<file path="src/rtl/pci_fault_pkg.sv">
package pci_fault_pkg;
  localparam int REG_W = 32;

  typedef struct packed {
    logic stall_master;
    logic slow_target;
  } fault_t;
endpackage

</file>
<file path="src/rtl/grant_watch.sv">
module grant_watch #(
  parameter int LIMIT = 16
) (
  input  logic clk,
  input  logic rst,
  input  logic gnt_n,
  input  logic frame_n,
  input  logic irdy_n,
  output logic hit
);
  localparam int CW = $clog2(LIMIT + 1);
  localparam logic [CW-1:0] LAST = CW'(LIMIT - 1);
  localparam logic [CW-1:0] TOP  = CW'(LIMIT);

  logic [CW-1:0] cnt_q;
  logic          waiting;

  // granted master with an idle bus that has not started yet
  assign waiting = !gnt_n && frame_n && irdy_n;
  assign hit     = waiting && (cnt_q == LAST);

  always_ff @(posedge clk) begin
    if (rst) begin
      cnt_q <= '0;
    end else if (!waiting) begin
      cnt_q <= '0;
    end else if (cnt_q < TOP) begin
      cnt_q <= cnt_q + 1'b1;
    end
  end

  AST_STALL_NEEDS_IDLE: assert property (@(posedge clk) disable iff (rst)
    hit |-> (frame_n && !gnt_n));
  AST_STALL_CNT_BOUND: assert property (@(posedge clk) disable iff (rst)
    cnt_q <= TOP);
endmodule

</file>
<file path="src/rtl/target_watch.sv">
module target_watch #(
  parameter int FIRST_LIMIT = 16,
  parameter int NEXT_LIMIT  = 8
) (
  input  logic clk,
  input  logic rst,
  input  logic frame_n,
  input  logic irdy_n,
  input  logic trdy_n,
  input  logic stop_n,
  output logic hit
);
  localparam int MAXL = (FIRST_LIMIT > NEXT_LIMIT) ? FIRST_LIMIT : NEXT_LIMIT;
  localparam int CW   = $clog2(MAXL + 1);
  localparam logic [CW-1:0] LAST_FIRST = CW'(FIRST_LIMIT - 1);
  localparam logic [CW-1:0] LAST_NEXT  = CW'(NEXT_LIMIT - 1);
  localparam logic [CW-1:0] TOP        = CW'(MAXL);

  logic [CW-1:0] cnt_q;
  logic          first_q;
  logic          waiting;
  logic          ended;
  logic [CW-1:0] last;

  assign waiting = !irdy_n && trdy_n && stop_n;
  assign ended   = !irdy_n && (!trdy_n || !stop_n);
  assign last    = first_q ? LAST_FIRST : LAST_NEXT;
  assign hit     = waiting && (cnt_q == last);

  always_ff @(posedge clk) begin
    if (rst) begin
      cnt_q   <= '0;
      first_q <= 1'b1;
    end else begin
      if (frame_n && irdy_n) begin
        first_q <= 1'b1;
      end else if (ended) begin
        first_q <= 1'b0;
      end
      if (!waiting) begin
        cnt_q <= '0;
      end else if (cnt_q < TOP) begin
        cnt_q <= cnt_q + 1'b1;
      end
    end
  end

  AST_SLOW_NEEDS_WAIT: assert property (@(posedge clk) disable iff (rst)
    hit |-> (trdy_n && stop_n && !irdy_n));
  AST_SLOW_FIRST_AFTER_IDLE: assert property (@(posedge clk) disable iff (rst)
    (frame_n && irdy_n) |=> first_q);
endmodule

</file>
<file path="src/rtl/fault_status.sv">
module fault_status
  import pci_fault_pkg::*;
#(
  parameter int STALL_BIT = 13,
  parameter int SLOW_BIT  = 12
) (
  input  logic             clk,
  input  logic             rst,
  input  fault_t           det,
  input  logic [1:0]       irq_en,
  input  logic             host_wr,
  input  logic [REG_W-1:0] host_wdata,
  output logic [REG_W-1:0] status,
  output logic             irq
);
  fault_t stat_q;
  fault_t clr;
  fault_t kept;
  fault_t nxt;

  always_comb begin
    clr.stall_master = host_wr && host_wdata[STALL_BIT];
    clr.slow_target  = host_wr && host_wdata[SLOW_BIT];
    kept = stat_q & ~clr;
    // only the first fault is kept; a detection wins over a clear that empties the word
    nxt  = (kept == '0) ? det : kept;
  end

  always_ff @(posedge clk) begin
    if (rst) begin
      stat_q <= '0;
      irq    <= 1'b0;
    end else begin
      stat_q <= nxt;
      irq    <= |(nxt & irq_en);
    end
  end

  always_comb begin
    status            = '0;
    status[STALL_BIT] = stat_q.stall_master;
    status[SLOW_BIT]  = stat_q.slow_target;
  end

  AST_FIRST_FAULT_HELD: assert property (@(posedge clk) disable iff (rst)
    ((stat_q != '0) && !host_wr) |=> (stat_q == $past(stat_q)));
  AST_IRQ_NEEDS_STATUS: assert property (@(posedge clk) disable iff (rst)
    irq |-> (stat_q != '0));
  AST_CLEAR_LOSES_NO_FAULT: assert property (@(posedge clk) disable iff (rst)
    ((stat_q == '0) && (det != '0)) |=> (stat_q == $past(det)));
endmodule

</file>
<file path="src/rtl/pci_fault_monitor.sv">
module pci_fault_monitor
  import pci_fault_pkg::*;
#(
  parameter int GRANT_LIMIT = 16,
  parameter int FIRST_LIMIT = 16,
  parameter int NEXT_LIMIT  = 8,
  parameter int STALL_BIT   = 13,
  parameter int SLOW_BIT    = 12
) (
  input  logic        clk,
  input  logic        rst,
  input  logic        gnt_n,
  input  logic        frame_n,
  input  logic        irdy_n,
  input  logic        trdy_n,
  input  logic        stop_n,
  input  logic [1:0]  irq_en,
  input  logic        host_wr,
  input  logic [31:0] host_wdata,
  output logic [31:0] host_rdata,
  output logic [31:0] pci_rdata,
  output logic        irq
);
  fault_t           det;
  logic [REG_W-1:0] status;

  grant_watch #(.LIMIT(GRANT_LIMIT)) u_grant (
    .clk(clk), .rst(rst), .gnt_n(gnt_n), .frame_n(frame_n),
    .irdy_n(irdy_n), .hit(det.stall_master)
  );

  target_watch #(.FIRST_LIMIT(FIRST_LIMIT), .NEXT_LIMIT(NEXT_LIMIT)) u_target (
    .clk(clk), .rst(rst), .frame_n(frame_n), .irdy_n(irdy_n),
    .trdy_n(trdy_n), .stop_n(stop_n), .hit(det.slow_target)
  );

  fault_status #(.STALL_BIT(STALL_BIT), .SLOW_BIT(SLOW_BIT)) u_status (
    .clk(clk), .rst(rst), .det(det), .irq_en(irq_en), .host_wr(host_wr),
    .host_wdata(host_wdata), .status(status), .irq(irq)
  );

  assign host_rdata = status;
  assign pci_rdata  = status;

  AST_VIEWS_MATCH: assert property (@(posedge clk) disable iff (rst)
    pci_rdata == host_rdata);
  AST_RSVD_ZERO: assert property (@(posedge clk) disable iff (rst)
    (host_rdata[31:14] == '0) && (host_rdata[11:0] == '0));
endmodule

</file>
<file path="config.mk">
export PLATFORM = sky130hd
export DESIGN_NAME = pci_fault_monitor
export DESIGN_NICKNAME = d
export VERILOG_FILES = /design/src/rtl/pci_fault_pkg.sv /design/src/rtl/grant_watch.sv /design/src/rtl/target_watch.sv /design/src/rtl/fault_status.sv /design/src/rtl/pci_fault_monitor.sv
export SDC_FILE = /design/constraint.sdc
export NUM_CORES = 1
export LEC_CHECK = 0
export ABC_AREA = 1
export BUFFER_PORTS_ARGS = -buffer_cell sky130_fd_sc_hd__buf_2
export CORE_ASPECT_RATIO = 1.5
export CORE_MARGIN = 4
export CORE_UTILIZATION = 39
export DETAILED_ROUTE_END_ITERATION = 16
export PLACE_DENSITY = 0.86
export SLEW_MARGIN = 20
export SYNTH_ARGS = -nofsm -noshare
export SYNTH_HDL_FRONTEND = slang
export SYNTH_SLANG_ARGS = --single-unit
</file>
<file path="constraint.sdc">
create_clock -name clk -period 3.65 [get_ports clk]
set_clock_uncertainty 0.15 [all_clocks]
set_input_delay 0.73 -clock clk [delete_from_list [all_inputs] [get_ports clk]]
set_output_delay 0.73 -clock clk [all_outputs]
set_load 0.01 [all_outputs]
</file>
==> impl_metrics.toml, run 1 <==
[final_layout]
layout_common_cells = "conb_1 (60), nand2_1 (18), buf_2 (16)"
areaGrowthSynthToFinish_pct = -5.70
post_route_cells_drive_above_1_share = 0.173
filler_cell_count = 302
register_area_um2 = 280
nNetsFinal = 208
antenna_cells_inserted = 0
layout_commonest_cell = "conb_1"
multi_input_area_um2 = 533

[place]
place.port_buffers = 16
place.gp.congestion = 0.698
hpwl_detailed_mm = 1.40

[logic_synthesis]
synthesis.area_um2 = 1100
post-synth-top-area-fraction = 0.424
cell_count_after_synthesis = 145
synthSimpleGateAreaFrac = 0.149
yosysTopAreaCell = "buf_4"
syn_avg_cell_area_um2 = 7.58
synth_mux_area_frac = 0
post_synth_fa_ha_maj_area_fraction = 0.0342
ys_top_cells_by_area = "buf_4 (42%), dfxtp_1 (26%), nand2_1 (6.2%)"
netlist-cell-type-count = 21
ys.warnings.count = 0
yosys.area_share.xor_xnor = 0.0159
synth_top_family_by_area = "buffers and inverters"
compound_gate_fraction_of_synth_area = 0.0809
seq_area_frac_synth = 0.255
yosys_register_bits = 14

[grt]
largest_net_degree_at_the_start_of_global_routing = 9
wire_length_of_the_first_global_routing_pass_mm = 2.35
first_global_vias = 595
globalRouteOverflowTotal = 0
antenna_found_initial = 0
grt_use_total = 0.0815

[worst_setup_path]
path_cells = "buf_2"
cp_data_required_time_ns = 2.77
critPathBufInv = 1
worst_ep_arrival_time_ns = 0.73
capturing_element_type_of_the_critical_path = "output pin"
worst-setup-path-type = "reg2out"
slowest_stage = "dfxtp_1"
cpPeakStageDelay_ns = 0.35
cp-start-kind = "flop"
path_max_fanout = 3
worst_path_dominant_cell_family = "flip-flops"

[clocking]
cts.path.max_buffers = 2
clock_tree.root_cell = "clkbuf_8"
post_cts_resize_count = 0
post_cts_hold_buffer_count = 0
cts.sink_count = 14
postCtsSetupRepairBufs = 0
tritoncts_clock_tree = "done"
h-tree-depth = 1
clkLatencyLatePin_ns = 0.24
tritoncts.num_buffers = 3
cts.clk_slew.worst_paths_ns = 0.06

[power_and_ir_drop]
powerDensity_nw_per_um2 = 336
p_leak_nw = 0.538
peakVddDrop_uv = 189
power.total_uw = 348

[sta]
final.period_utilization = 0.441
hold_viol = 0
grt_setup_unrepaired = "false"
timing.final.crit_period_ns = 1.61
final.hold.worst_slack_ns = 0.318
max_clock_freq_ghz = 0.621
final-setup-viol-count = 0
setup-tns-final_ns = 0
timing.final.max_slew_violations = 0

[drt]
drt_drc_violations_left = 0
postRouteAntennaNets = 0
drt-pass1-iter-count = 4
num_vias = 719
routed_via_density = 3.61
finalWirelength_mm = 1.61
routed_wire_length_per_instance_um = 8.09
1st_iter_drt_viols = 5

[floorplan]
num_rows = 23
start_util = 0.410
ioPinCount = 107
core-area_um2 = 2680
die_area_um2 = 3750
chipWidth_um = 51.3
die_height_um = 73

[run]
drv.max_cap_violation_count = 0

[run_status]
status = "finished, final reports clean"

[min_path]
min-delay-path-class = "reg2reg"
==> worst min-delay path, stage by stage, from the launching register on <==
cell     delay (ns)
dfxtp_1        0.31
nand2_1        0.06
a21oi_1        0.05
==> final timing paths <==
path	from	end	slack, ns	cells after the start
worst min register to register	u_grant.cnt_q[3]	u_grant.cnt_q[3]	0.32	2
worst max register to register	u_grant.cnt_q[0]	u_status.irq	2.26	8
worst max-delay path	u_status.status[13]	pci_rdata[13]	2.04	1
worst min-delay path	u_grant.cnt_q[3]	u_grant.cnt_q[3]	0.32	2
==> kinds of logic (layout without fill, tap and decap cells) <==
family                   count (synthesis)  in the layout
AO/OA/AOI/OAI                           16             16
XOR/XNOR                                 2              2
adder cells (fa/ha/maj)                  3              3
buffers and inverters                   73             31
flip-flops                              14             14
other                                    1             60
AND/OR/NAND/NOR                         36             36
==> Yosys cell counts <==
| cell | count |
|---|---|
| a21oi_2 | 1 |
| o21a_1 | 1 |
| inv_2 | 4 |
| ha_1 | 3 |
| clkinv_1 | 1 |
| xor2_1 | 2 |
| inv_1 | 6 |
| nand3_2 | 1 |
| buf_4 | 62 |
| nand2_1 | 18 |
| nor2_4 | 1 |
| nor2_1 | 7 |
| conb_1 | 1 |
| o211ai_1 | 1 |
| nor3b_1 | 1 |
| dfxtp_1 | 14 |
| nand2_2 | 1 |
| o21ai_0 | 1 |
| a21oi_1 | 12 |
| nand3_1 | 6 |
| nor3_1 | 1 |
==> report_power, final <==
group	internal [mW]	leakage, nW	total (mW)	switching (mW)
Clock	0.0955	0.0288	0.149	0.0537
Combinational	0.00714	0.396	0.0440	0.0369
Sequential	0.154	0.113	0.155	0.000924
Total	0.257	0.538	0.348	0.0915
==> state kept, by name, indices dropped and copies added, names as in the netlist <==
signal	cells
u_grant.cnt_q	5
u_status.irq	1
u_status.status	2
u_target.cnt_q	5
u_target.first_q	1
==> layer usage <==
layer / GRT usage / wire (µm) / up-vias
met1: 0.0840 / 551 / 302
met4: 0.0612 / 36 / 0
met5: 0 / 0 / -
met3: 0.0123 / 231 / 4
li1: - / - / 365
met2: 0.145 / 791 / 48
==> cell type report <==
cell class	count	share of cell area
flip-flops and latches	14	0.271
well taps	37	0.0447
clock buffers	4	0.0531
multi-input cells	117	0.514
inverters	11	0.0399
repair buffers	16	0.0773
==> stage by stage <==
step | util | std cells | cell area (µm²) | worst slack [ns]
6_report | 0.387 | 199 | 1040 | 2.04
5_1_grt | 0.387 | 199 | 1040 | 2.00
4_1_cts | 0.387 | 199 | 1040 | 2.02
3_5_place_dp | 0.367 | 195 | 981 | 2.01
3_3_place_gp | 0.367 | 195 | 981 | 2.00
2_1_floorplan | - | 204 | 1320 | 2.21
Note: power is estimated with default switching activity, not from simulation.
==> run 2: changes to the inputs <==
Settings changed: CORE_UTILIZATION 39 to 36, PLACE_DENSITY 0.86 to 0.8.
Clock period 3.65 ns to 1.6 ns, I/O delays scaled along.
==> run 2 against run 1 <==
Compared with the run above: routed wire length increased by 1.9%; largest power group unchanged; combinational power up 130%; sequential share of layout area is 0.065 points lower.
==> impl_metrics.toml, run 2 (synthesized netlist as in run 1, its figures left out) <==
[run_status]
status = "finished, final reports clean"

[sta]
max_clock_freq_ghz = 0.716
timing.final.crit_period_ns = 1.40
hold_viol = 0
setup-tns-final_ns = 0
final-setup-viol-count = 0
layout_setup_ws_ns = 0.203
grt_setup_unrepaired = "false"
final.hold.worst_slack_ns = 0.126
final.period_utilization = 0.873
timing.final.max_slew_violations = 0

[clocking]
cts.sink_count = 14
clkLatencyLatePin_ns = 0.24
clock_tree.root_cell = "clkbuf_8"
post_cts_resize_count = 0
post_cts_hold_buffer_count = 0
cts.clk_slew.worst_paths_ns = 0.05
tritoncts_clock_tree = "done"
tritoncts.num_buffers = 3
postCtsSetupRepairBufs = 0
h-tree-depth = 1
cts.path.max_buffers = 2

[final_layout]
post_route_cells_drive_above_1_share = 0.173
areaGrowthSynthToFinish_pct = -5.47
multi_input_area_um2 = 533
layout_common_cells = "conb_1 (60), nand2_1 (18), buf_2 (16)"
nNetsFinal = 208
filler_cell_count = 344
register_area_um2 = 280
antenna_cells_inserted = 0
layout_commonest_cell = "conb_1"

[power_and_ir_drop]
power_switching_uw = 205
internal-power_uw = 586
p_leak_nw = 0.538
peakVddDrop_uv = 557
comb_power_share = 0.127
powerDensity_nw_per_um2 = 762
switching_share = 0.259
clkPwrFrac = 0.425
seq_power_share = 0.448

[grt]
grt_use_total = 0.0829
globalRouteMet3Util = 0.0196
first_global_vias = 631
wire_length_of_the_first_global_routing_pass_mm = 2.44
grt_util_met1 = 0.0777
largest_net_degree_at_the_start_of_global_routing = 9
grt_busiest_layer = "met2"
grt_use_met2 = 0.157
antenna_found_initial = 0
globalRouteOverflowTotal = 0

[min_path]
holdCritStartpoint = "irq_en[1]"
min-delay-path-class = "in2reg"
whs_path_depth = 3
min_delay_worst_endpoint = "u_status.irq"

[worst_setup_path]
cpPeakStageDelay_ns = 0.37
worstReg2RegStart = "u_grant.cnt_q[0]"
path_max_fanout = 4
reg2regPathDepth = 8
worst_ep_arrival_time_ns = 1.44
capturing_element_type_of_the_critical_path = "flop"
slowest_stage = "dfxtp_1"
path_cells = "ha_1 -> nand2_1 -> nor2_1 -> ha_1 -> nand3_2 -> a21oi_2 -> nand2_1 -> nand2_1"
crit-reg2reg-capture = "u_status.irq"
cp_data_required_time_ns = 1.64
worst-setup-path-type = "reg2reg"
critical_path.most_common_cell = "nand2_1"
timing.reg2reg.setup_slack_ns = 0.20
cp-start-kind = "flop"

[run]
drv.max_cap_violation_count = 0

[place]
place.gp.congestion = 0.771
place_ws_ns = 0.208
place.port_buffers = 16
hpwl_detailed_mm = 1.44

[drt]
routed_via_density = 3.59
num_vias = 722
drt-pass1-iter-count = 3
routed_wire_length_per_instance_um = 8.16
drt_drc_violations_left = 0
finalWirelength_mm = 1.64
postRouteAntennaNets = 0
1st_iter_drt_viols = 12

[floorplan]
num_rows = 24
die_area_um2 = 4020
start_util = 0.377
core-area_um2 = 2910
chipWidth_um = 53.1
ioPinCount = 107
die_height_um = 75.7
==> run 2: cell counts in the layout (fill, tap and decap cells not counted) <==
No cell type changed its count.
==> run 2: power by group through the flow <==
| stage | clock network [mW] | logic [mW] | registers [mW] |
|---|---|---|---|
| floorplan | 0 | 0.185 | 0.361 |
| global placement | 0 | 0.0961 | 0.361 |
| detailed placement | 0 | 0.0962 | 0.362 |
| CTS | 0.345 | 0.0967 | 0.354 |
| global route | 0.363 | 0.116 | 0.354 |
| finish | 0.336 | 0.101 | 0.354 |
==> run 2: through the flow <==
step / total power [mW] / instances / cell area [µm²] / utilization
final: 0.791 / 201 / 1040 / 0.357
after global routing: 0.834 / 201 / 1040 / 0.357
after CTS: 0.796 / 201 / 1040 / 0.357
after detailed placement: 0.458 / 197 / 983 / 0.338
after global placement: 0.458 / 197 / 983 / 0.338
after floorplan: 0.546 / 204 / 1320 / -
==> run 2: worst max-delay path by stage <==
stage                              end             start  slack, ns  cells past startpoint
after floorplan           u_status.irq  u_grant.cnt_q[0]       0.31                      8
after global placement    u_status.irq  u_grant.cnt_q[0]       0.25                      8
after detailed placement  u_status.irq  u_grant.cnt_q[0]       0.21                      8
after CTS                 u_status.irq  u_grant.cnt_q[0]       0.19                      8
after global routing      u_status.irq  u_grant.cnt_q[0]       0.04                      8
final                     u_status.irq  u_grant.cnt_q[0]       0.20                      8
==> run 2: final cells by class <==
cell class / instances / area share
well taps: 39 / 0.0470
repair buffers: 16 / 0.0771
clock buffers: 4 / 0.0530
inverters: 11 / 0.0398
multi-input cells: 117 / 0.513
flip-flops and latches: 14 / 0.270
==> run 2: worst max-delay path, delay by kind of cell, from the launching register on <==
family	cells	cell delay, ns
flops	1	0.37
fa+ha+maj	2	0.35
compound gates	1	0.13
simple gates	5	0.34
==> run 2: metal layers <==
| metal | part of all wire | up-vias |
|---|---|---|
| li1 | - | 366 |
| met1 | 0.34 | 305 |
| met2 | 0.52 | 47 |
| met3 | 0.12 | 4 |
| met4 | 0.021 | 0 |
| met5 | 0 | - |
